## src/rtl/fdr_pkg.sv

```systemverilog
package fdr_pkg;
  typedef enum logic [1:0] {
    EV_HOLD  = 2'd0,
    EV_SET   = 2'd1,
    EV_CLEAR = 2'd2
  } ev_e;
endpackage

```

## src/rtl/fdr_trig_clamp.sv

```systemverilog
module fdr_trig_clamp #(
  parameter int DEPTH = 32,
  parameter int CW    = $clog2(DEPTH + 1)
) (
  input  logic [CW-1:0] trig_raw,
  output logic [CW-1:0] trig_eff
);
  localparam logic [CW-1:0] TOP = CW'(DEPTH);
  localparam logic [CW-1:0] ONE = CW'(1);

  always_comb begin
    if (trig_raw == '0)      trig_eff = ONE;
    else if (trig_raw > TOP) trig_eff = TOP;
    else                     trig_eff = trig_raw;
  end
endmodule

```

## src/rtl/fdr_event.sv

```systemverilog
module fdr_event
  import fdr_pkg::*;
#(
  parameter int DEPTH = 32,
  parameter int CW    = $clog2(DEPTH + 1),
  parameter bit IS_TX = 1'b0
) (
  input  logic [CW-1:0] count,
  input  logic [CW-1:0] trig,
  input  logic          force_clear,
  output ev_e           ev,
  output logic          level
);
  localparam logic [CW-1:0] FULL = CW'(DEPTH);

  generate
    if (IS_TX) begin : g_tx
      // set when full, clear when below trigger; the two are exclusive after clamping
      always_comb begin
        level = (count != '0);
        if (count == FULL)                      ev = EV_SET;
        else if ((count < trig) || force_clear) ev = EV_CLEAR;
        else                                    ev = EV_HOLD;
      end
    end else begin : g_rx
      // empty releases the request; trigger or time-out asserts it
      always_comb begin
        level = (count == '0);
        if (count == '0)                         ev = EV_SET;
        else if ((count >= trig) || force_clear) ev = EV_CLEAR;
        else                                     ev = EV_HOLD;
      end
    end
  endgenerate
endmodule

```

## src/rtl/fdr_pin.sv

```systemverilog
module fdr_pin
  import fdr_pkg::*;
#(
  parameter bit RST_VAL = 1'b1
) (
  input  logic clk,
  input  logic rst,
  input  logic dma,
  input  ev_e  ev,
  input  logic level,
  output logic pin_q
);
  always_ff @(posedge clk) begin
    if (rst) begin
      pin_q <= RST_VAL;
    end else if (!dma) begin
      pin_q <= level;
    end else begin
      unique case (ev)
        EV_SET:   pin_q <= 1'b1;
        EV_CLEAR: pin_q <= 1'b0;
        default:  pin_q <= pin_q;
      endcase
    end
  end
endmodule

```

## src/rtl/fifo_dma_ready.sv

```systemverilog
module fifo_dma_ready
  import fdr_pkg::*;
#(
  parameter int DEPTH = 32,
  parameter int CW    = $clog2(DEPTH + 1)
) (
  input  logic          clk,
  input  logic          rst,
  input  logic          dma_mode,
  input  logic [CW-1:0] rx_count,
  input  logic [CW-1:0] rx_trig,
  input  logic          rx_timeout,
  input  logic [CW-1:0] tx_count,
  input  logic [CW-1:0] tx_trig,
  output logic          rx_req_n,
  output logic          tx_req_n
);
  logic [CW-1:0] rx_trig_eff, tx_trig_eff;
  ev_e           rx_ev, tx_ev;
  logic          rx_lvl, tx_lvl;

  fdr_trig_clamp #(.DEPTH(DEPTH), .CW(CW)) u_rx_clamp (
    .trig_raw(rx_trig), .trig_eff(rx_trig_eff)
  );
  fdr_trig_clamp #(.DEPTH(DEPTH), .CW(CW)) u_tx_clamp (
    .trig_raw(tx_trig), .trig_eff(tx_trig_eff)
  );

  fdr_event #(.DEPTH(DEPTH), .CW(CW), .IS_TX(1'b0)) u_rx_ev (
    .count(rx_count), .trig(rx_trig_eff), .force_clear(rx_timeout),
    .ev(rx_ev), .level(rx_lvl)
  );
  fdr_event #(.DEPTH(DEPTH), .CW(CW), .IS_TX(1'b1)) u_tx_ev (
    .count(tx_count), .trig(tx_trig_eff), .force_clear(1'b0),
    .ev(tx_ev), .level(tx_lvl)
  );

  fdr_pin #(.RST_VAL(1'b1)) u_rx_pin (
    .clk(clk), .rst(rst), .dma(dma_mode), .ev(rx_ev), .level(rx_lvl),
    .pin_q(rx_req_n)
  );
  fdr_pin #(.RST_VAL(1'b0)) u_tx_pin (
    .clk(clk), .rst(rst), .dma(dma_mode), .ev(tx_ev), .level(tx_lvl),
    .pin_q(tx_req_n)
  );
endmodule

```

## config.mk

```make
export PLATFORM = sky130hd
export DESIGN_NAME = fifo_dma_ready
export DESIGN_NICKNAME = d
export VERILOG_FILES = /design/src/rtl/fdr_pkg.sv /design/src/rtl/fdr_trig_clamp.sv /design/src/rtl/fdr_event.sv /design/src/rtl/fdr_pin.sv /design/src/rtl/fifo_dma_ready.sv
export SDC_FILE = /design/constraint.sdc
export NUM_CORES = 1
export LEC_CHECK = 0
export CAP_MARGIN = 15
export CORE_AREA = 2 2 39 41
export CTS_BUF_LIST = sky130_fd_sc_hd__clkbuf_4 sky130_fd_sc_hd__clkbuf_8
export CTS_CLUSTER_SIZE = 10
export DETAILED_ROUTE_END_ITERATION = 10
export DIE_AREA = 0 0 41 43
export GPL_TIMING_DRIVEN = 0
export PLACE_DENSITY_LB_ADDON = 0.1
export SLEW_MARGIN = 40
export SYNTH_ARGS = -nofsm -noshare
export SYNTH_HDL_FRONTEND = slang
export SYNTH_SLANG_ARGS = --single-unit
```

## constraint.sdc

```tcl
create_clock -name clk -period 2.2 [get_ports clk]
set_clock_uncertainty 0.15 [all_clocks]
set_input_delay 0.44 -clock clk [delete_from_list [all_inputs] [get_ports clk]]
set_output_delay 0.44 -clock clk [all_outputs]
set_load 0.02 [all_outputs]
```

* Word-level counts from Yosys, hierarchy flattened
Index checks and enable logic that the tools add are counted.
Word-level totals: flip-flop bits (word level) 2, bits of input ports 28, output and inout port bits 2, logic and storage cells 30
Cells by class: order comparisons 4, equality and inequality tests 7, mux-type cells 12, reductions and logical operators 5
Operators by type and width (number):
- two-way mux 6 bit | 4
- zero test 6 bit | 3
- > comparator 6 bit (second input constant) | 2
- two-way mux 2 bit | 4
- == test 6 bit (second input constant) | 1
- >= comparator 6 bit | 1
- < comparator 6 bit | 1
- != test 3 x 1 -> 1 bit (second input constant) | 2
- nonzero test 6 bit | 1
- == test 2 x 1 -> 1 bit (second input constant) | 2
- == test 2 bit (second input constant) | 2
- one-hot mux 1 bit (2 select lines) | 2
- two-way mux 1 bit | 2
- logical OR 1 bit | 1

* Longest topological paths before layout
word-level depth 10, depth in mapped cells 8

* By module
Synthesis repeated with hierarchy kept, for this count alone.
Second synthesis, totals: cell total of the unflattened synthesis 77, area, all modules 539.3 µm²
Modules (own cells, without submodules):
- fdr_event at u_rx_ev | times used 1, cells an instance 23, area an instance 181.4 µm², seq. area each 0.0 µm²
- fdr_event at u_tx_ev | times used 1, cells an instance 24, area an instance 171.4 µm², seq. area each 0.0 µm²
- fdr_trig_clamp | times used 2, cells an instance 8, area an instance 45.0 µm², seq. area each 0.0 µm²
- fdr_pin at u_rx_pin | times used 1, cells an instance 7, area an instance 47.5 µm², seq. area each 20.0 µm²
- fdr_pin at u_tx_pin | times used 1, cells an instance 6, area an instance 45.0 µm², seq. area each 20.0 µm²
- fifo_dma_ready | times used 1, cells an instance 1, area an instance 3.8 µm², seq. area each 0.0 µm²

* Worst setup path before layout
No wires, ideal clock.
path kind input port to flip-flop, from in rx_trig[1], to reg u_rx_pin.pin_q, data arrival time 1.713 ns, required time 1.988 ns, path slack 0.275 ns, stages on the path 8, buffers on the path 0, cells stage by stage nor4_1 -> nor2_1 -> nor2_1 -> ha_1 -> nand2b_1 -> a2111oi_0 -> o21ai_0 -> nand3_1
Between the ends: cells in the longest elaborated chain, start to end 10, elaborated cells between the ends (all ways) 13
RTL lines:
- start: declaration | RTL line fifo_dma_ready.sv:11 | input logic [CW-1:0] rx_trig,
- > comparator 6 bit | RTL line fdr_trig_clamp.sv:13 | else if (trig_raw > TOP) trig_eff = TOP;
- two-way mux 6 bit | RTL line fdr_trig_clamp.sv:13
- two-way mux 6 bit (*) | RTL line fdr_trig_clamp.sv:12 | if (trig_raw == '0) trig_eff = ONE;
- >= comparator 6 bit (*) | RTL line fdr_event.sv:30 | else if ((count >= trig) || force_clear) ev = EV_CLEAR;
- logical OR 1 bit (*) | RTL line fdr_event.sv:30
- two-way mux 2 bit (*) | RTL line fdr_event.sv:30
- two-way mux 2 bit (*) | RTL line fdr_event.sv:29 | if (count == '0) ev = EV_SET;
- == test 2 bit or == test 2 x 1 -> 1 bit (tied branches) | RTL line fdr_pin.sv:19 | unique case (ev)
- one-hot mux 1 bit (2 select lines) | RTL line fdr_pin.sv:19
- two-way mux 1 bit | RTL line fdr_pin.sv:16 | end else if (!dma) begin
- end signal: assignment | RTL line fdr_pin.sv:17 | pin_q <= level;
- end signal: assignment | RTL line fdr_pin.sv:22 | default: pin_q <= pin_q;
- end: declaration | RTL line fdr_pin.sv:11 | output logic pin_q
Mark *: on every way between the ends. The rest lies on a longest branch, timed or not. A chain may end at the register's enable or synchronous reset.

* Worst setup path in the final report
from in tx_trig[5], to reg u_tx_pin.pin_q
Between the ends: cells in the longest elaborated chain, start to end 9, elaborated cells between the ends (all ways) 12
RTL lines:
- start: declaration | RTL line fifo_dma_ready.sv:14 | input logic [CW-1:0] tx_trig,
- > comparator 6 bit | RTL line fdr_trig_clamp.sv:13
- two-way mux 6 bit | RTL line fdr_trig_clamp.sv:13
- two-way mux 6 bit (*) | RTL line fdr_trig_clamp.sv:12
- < comparator 6 bit (*) | RTL line fdr_event.sv:22 | else if ((count < trig) || force_clear) ev = EV_CLEAR;
- two-way mux 2 bit (*) | RTL line fdr_event.sv:22
- two-way mux 2 bit (*) | RTL line fdr_event.sv:21 | if (count == FULL) ev = EV_SET;
- == test 2 bit or == test 2 x 1 -> 1 bit (tied branches) | RTL line fdr_pin.sv:19
- one-hot mux 1 bit (2 select lines) | RTL line fdr_pin.sv:19
- two-way mux 1 bit | RTL line fdr_pin.sv:16
- end signal: assignment | RTL line fdr_pin.sv:17
- end signal: assignment | RTL line fdr_pin.sv:22
- end: declaration | RTL line fdr_pin.sv:11
Marks and branches as above.

==> flow_metrics.env <==
export IMPL_status="finished, final reports clean"
export IMPL_power_w=0.000250
export IMPL_clk_pin_slew_ns=0.03
export IMPL_syn_avg_cell_area_sq_um=7.48
export IMPL_cts_root_buffer="clkbuf_4"
export IMPL_netlist_area_leader_share=0.334
export IMPL_multi_input_area_sq_um=393
export IMPL_io_buffers=29
export IMPL_slew_headroom=0.823
export IMPL_cp_max_fo=5
export IMPL_endpoint_kind="flop"
export IMPL_cts_sinks=2
export IMPL_crit_chain="clkdlybuf4s50_1, inv_1, nand2_1, ha_1, a211oi_1, o21ai_0, a21oi_1, a221oi_2"
export IMPL_power_density_nw_per_um2=318
export IMPL_critPathRequiredTime_ns=2.15
export IMPL_row_count=14
export IMPL_hpwl_microns=947
export IMPL_synth_edf_count=0
export IMPL_drc=0
export IMPL_reg2reg_to="u_rx_pin.pin_q"
export IMPL_grt_max_degree=6
export IMPL_setup_violations_final=0
export IMPL_antenna_left=0
export IMPL_coreArea_sq_um=1380
export IMPL_grt_setup_unrepaired="false"
export IMPL_worst_slew_pin_slew_ns=0.262
export IMPL_drtPass1Iterations=4
export IMPL_synth_commonest_cells="ha_1 (11), nand2_1 (11), o21ai_0 (5)"
export IMPL_cts_buffers=3
export IMPL_fin_crit_sh=0.915
export IMPL_seqCellArea_sq_um=40.0
export IMPL_synth_cells=55
export IMPL_ctsHoldBuffers=0
export IMPL_synth_area_sq_um=412
export IMPL_grt_pass1_vias=505
export IMPL_finalMaxSlewViolations=0
export IMPL_syn_nets=94
export IMPL_startpoint_type="input port"
export IMPL_drive_gt1_frac=0.103
export IMPL_crit_buf_inv=2
export IMPL_yosys_warnings=0
export IMPL_synth_area_leaders="ha_1 (33%), nand2_1 (10%), dfxtp_1 (9.7%), nor4_1 (6.1%), o21ai_0 (6.1%)"
export IMPL_viasPerCell=5.36
export IMPL_h_tree_depth=1
export IMPL_synthArstFlopShare=0
export IMPL_ys_ff_latch=2
export IMPL_grt_overflow_total=0
export IMPL_cts_tree="built"
export IMPL_grt_pass1_wl_mm=1.73
export IMPL_ys_types=22
export IMPL_layout_cells_non_filler=103
export IMPL_synth_largest_area_cell="ha_1"
export IMPL_fp_dieH_microns=43
export IMPL_cp_slowest_stage_delay_ns=0.42
export IMPL_syn2layout_area_growth_pct=91.2
export IMPL_finalHoldViolCount=0
export IMPL_clock_latency_ns=0.23
export IMPL_dieArea_sq_um=1760
export IMPL_min_from="u_tx_pin.pin_q"
export IMPL_whs_path_depth=3
export IMPL_clk_path_buf_depth=2
export IMPL_gp_congestion=0.674
export IMPL_nNetsFinal=128
export IMPL_fillers=143
export IMPL_arrival_ns=1.96
export IMPL_holdPathEnd="u_tx_pin.pin_q"
export IMPL_p_leak_nw=0.347
export IMPL_reg2reg_depth=3
export IMPL_die_x_microns=41
export IMPL_vias=552
export IMPL_yosysSeqAreaShare=0.0973
export IMPL_wl_per_cell_microns=11.0
export IMPL_cap_viol_max_count=0
export IMPL_cp_top_family="compound AO/OA/AOI/OAI gates"
export IMPL_rrSetupSlack_ns=1.13
export IMPL_slowest_stage="clkdlybuf4s50_1"
export IMPL_crit_type="input port to flop"
export IMPL_r2r_start="u_rx_pin.pin_q"
export IMPL_num_io_pins=30
export IMPL_grt_total_usage=0.141
export IMPL_synth_ff_type="dfxtp_1"
export IMPL_hold_path_class="flop to flop"
export IMPL_max_freq_mhz=497
export IMPL_fin_crit_ns=2.01
export IMPL_peakVddDrop_v=0.000151
export IMPL_cp_num_cells=8
export IMPL_drtIter0Drc=5
export IMPL_wl_mm=1.13
export IMPL_num_antenna_cells=0
export IMPL_dp_cells=100
export IMPL_start_util=0.297
export IMPL_antenna_found_initial=0
-- how the worst max path moves through the flow --
stage	startpoint	to	slack (ns)
6_report	tx_trig[5]	u_tx_pin.pin_q	0.19
3_5_place_dp	rx_trig[1]	u_rx_pin.pin_q	-0.34
4_1_cts	rx_trig[4]	u_rx_pin.pin_q	0.01
2_1_floorplan	rx_trig[1]	u_rx_pin.pin_q	0.27
5_1_grt	tx_trig[5]	u_tx_pin.pin_q	0.1
3_3_place_gp	rx_trig[1]	u_rx_pin.pin_q	-0.34
-- registers in the layout (all words and copies together), names as in the netlist --
signal          cells
u_rx_pin.pin_q      1
u_tx_pin.pin_q      1
-- routing by layer --
metal | wire, microns | GRT usage
met1 | 441 | 0.141
met2 | 621 | 0.266
met3 | 68 | 0.0157
met4 | 0 | 0.0600
met5 | 0 | 0
-- area by class of cell --
| type | instances | share of cell area |
|---|---|---|
| inverters | 3 | 0.0143 |
| flip-flops and latches | 2 | 0.0509 |
| repair buffers | 29 | 0.382 |
| multi-input cells | 50 | 0.499 |
| clock buffers | 3 | 0.0286 |
| well taps | 16 | 0.0254 |
-- where the power goes --
group / total, W / switching (W) / internal [W]
clock network: 0.0000843 / 0.0000238 / 0.0000605
registers: 0.0000409 / 0.00000137 / 0.0000396
logic: 0.000125 / 0.0000488 / 0.0000760
total: 0.000250 / 0.0000740 / 0.000176
-- worst register-to-register path, cell delays in order (launching register included) --
cell and delay (ns):
dfxtp_1 0.32, nand2_1 0.06, or4_1 0.39, nand3_1 0.09
-- cells by family (layout without fill, tap and decap cells) --
logic type | after synthesis | in the layout | synth area share
fa+ha+maj | 11 | 11 | 0.334
flops | 2 | 2 | 0.0973
buf+inv | 3 | 35 | 0.0274
simple gates | 26 | 26 | 0.322
compound gates | 13 | 13 | 0.219
-- placed cells by master (no fill, tap or decap) --
master,count
clkdlybuf4s50_1,25
nand2_1,11
ha_1,11
o21ai_0,4
dlymetal6s2s_1,4
inv_1,3
nor2_1,3
nor4_1,3
clkbuf_4,3
a21oi_1,2
dfxtp_1,2
nor4_2,1
or3_1,1
nor3_2,1
o21a_2,1
and4_1,1
nor3_1,1
o211ai_1,1
a211oi_1,1
nor2b_1,1
a221oi_2,1
nand2b_4,1
a2111oi_4,1
o21a_1,1
o21ai_1,1
or4_1,1
nand3_1,1
-- stage by stage --
step | hold WS, ns | utilization | area [sq um] | TNS [ns] | worst slack, ns
floorplan | 0.356 | - | 412 | 0 | 0.275
CTS | 0.436 | 0.542 | 751 | 0 | 0.0115
detailed placement | 0.432 | 0.522 | 722 | -0.363 | -0.337
global route | 0.459 | 0.569 | 787 | 0 | 0.0965
finish | 0.431 | 0.569 | 787 | 0 | 0.188
global placement | 0.421 | 0.522 | 722 | -0.349 | -0.342
-- repair_timing --
action | 4_1_cts | 5_1_grt
pin swaps | 3 | 5
buffers inserted | 0 | 0
endpoints found under the setup margin | 1 | 1
resized for setup | 3 | 7
No activity file was read; power rests on OpenSTA's default activity.
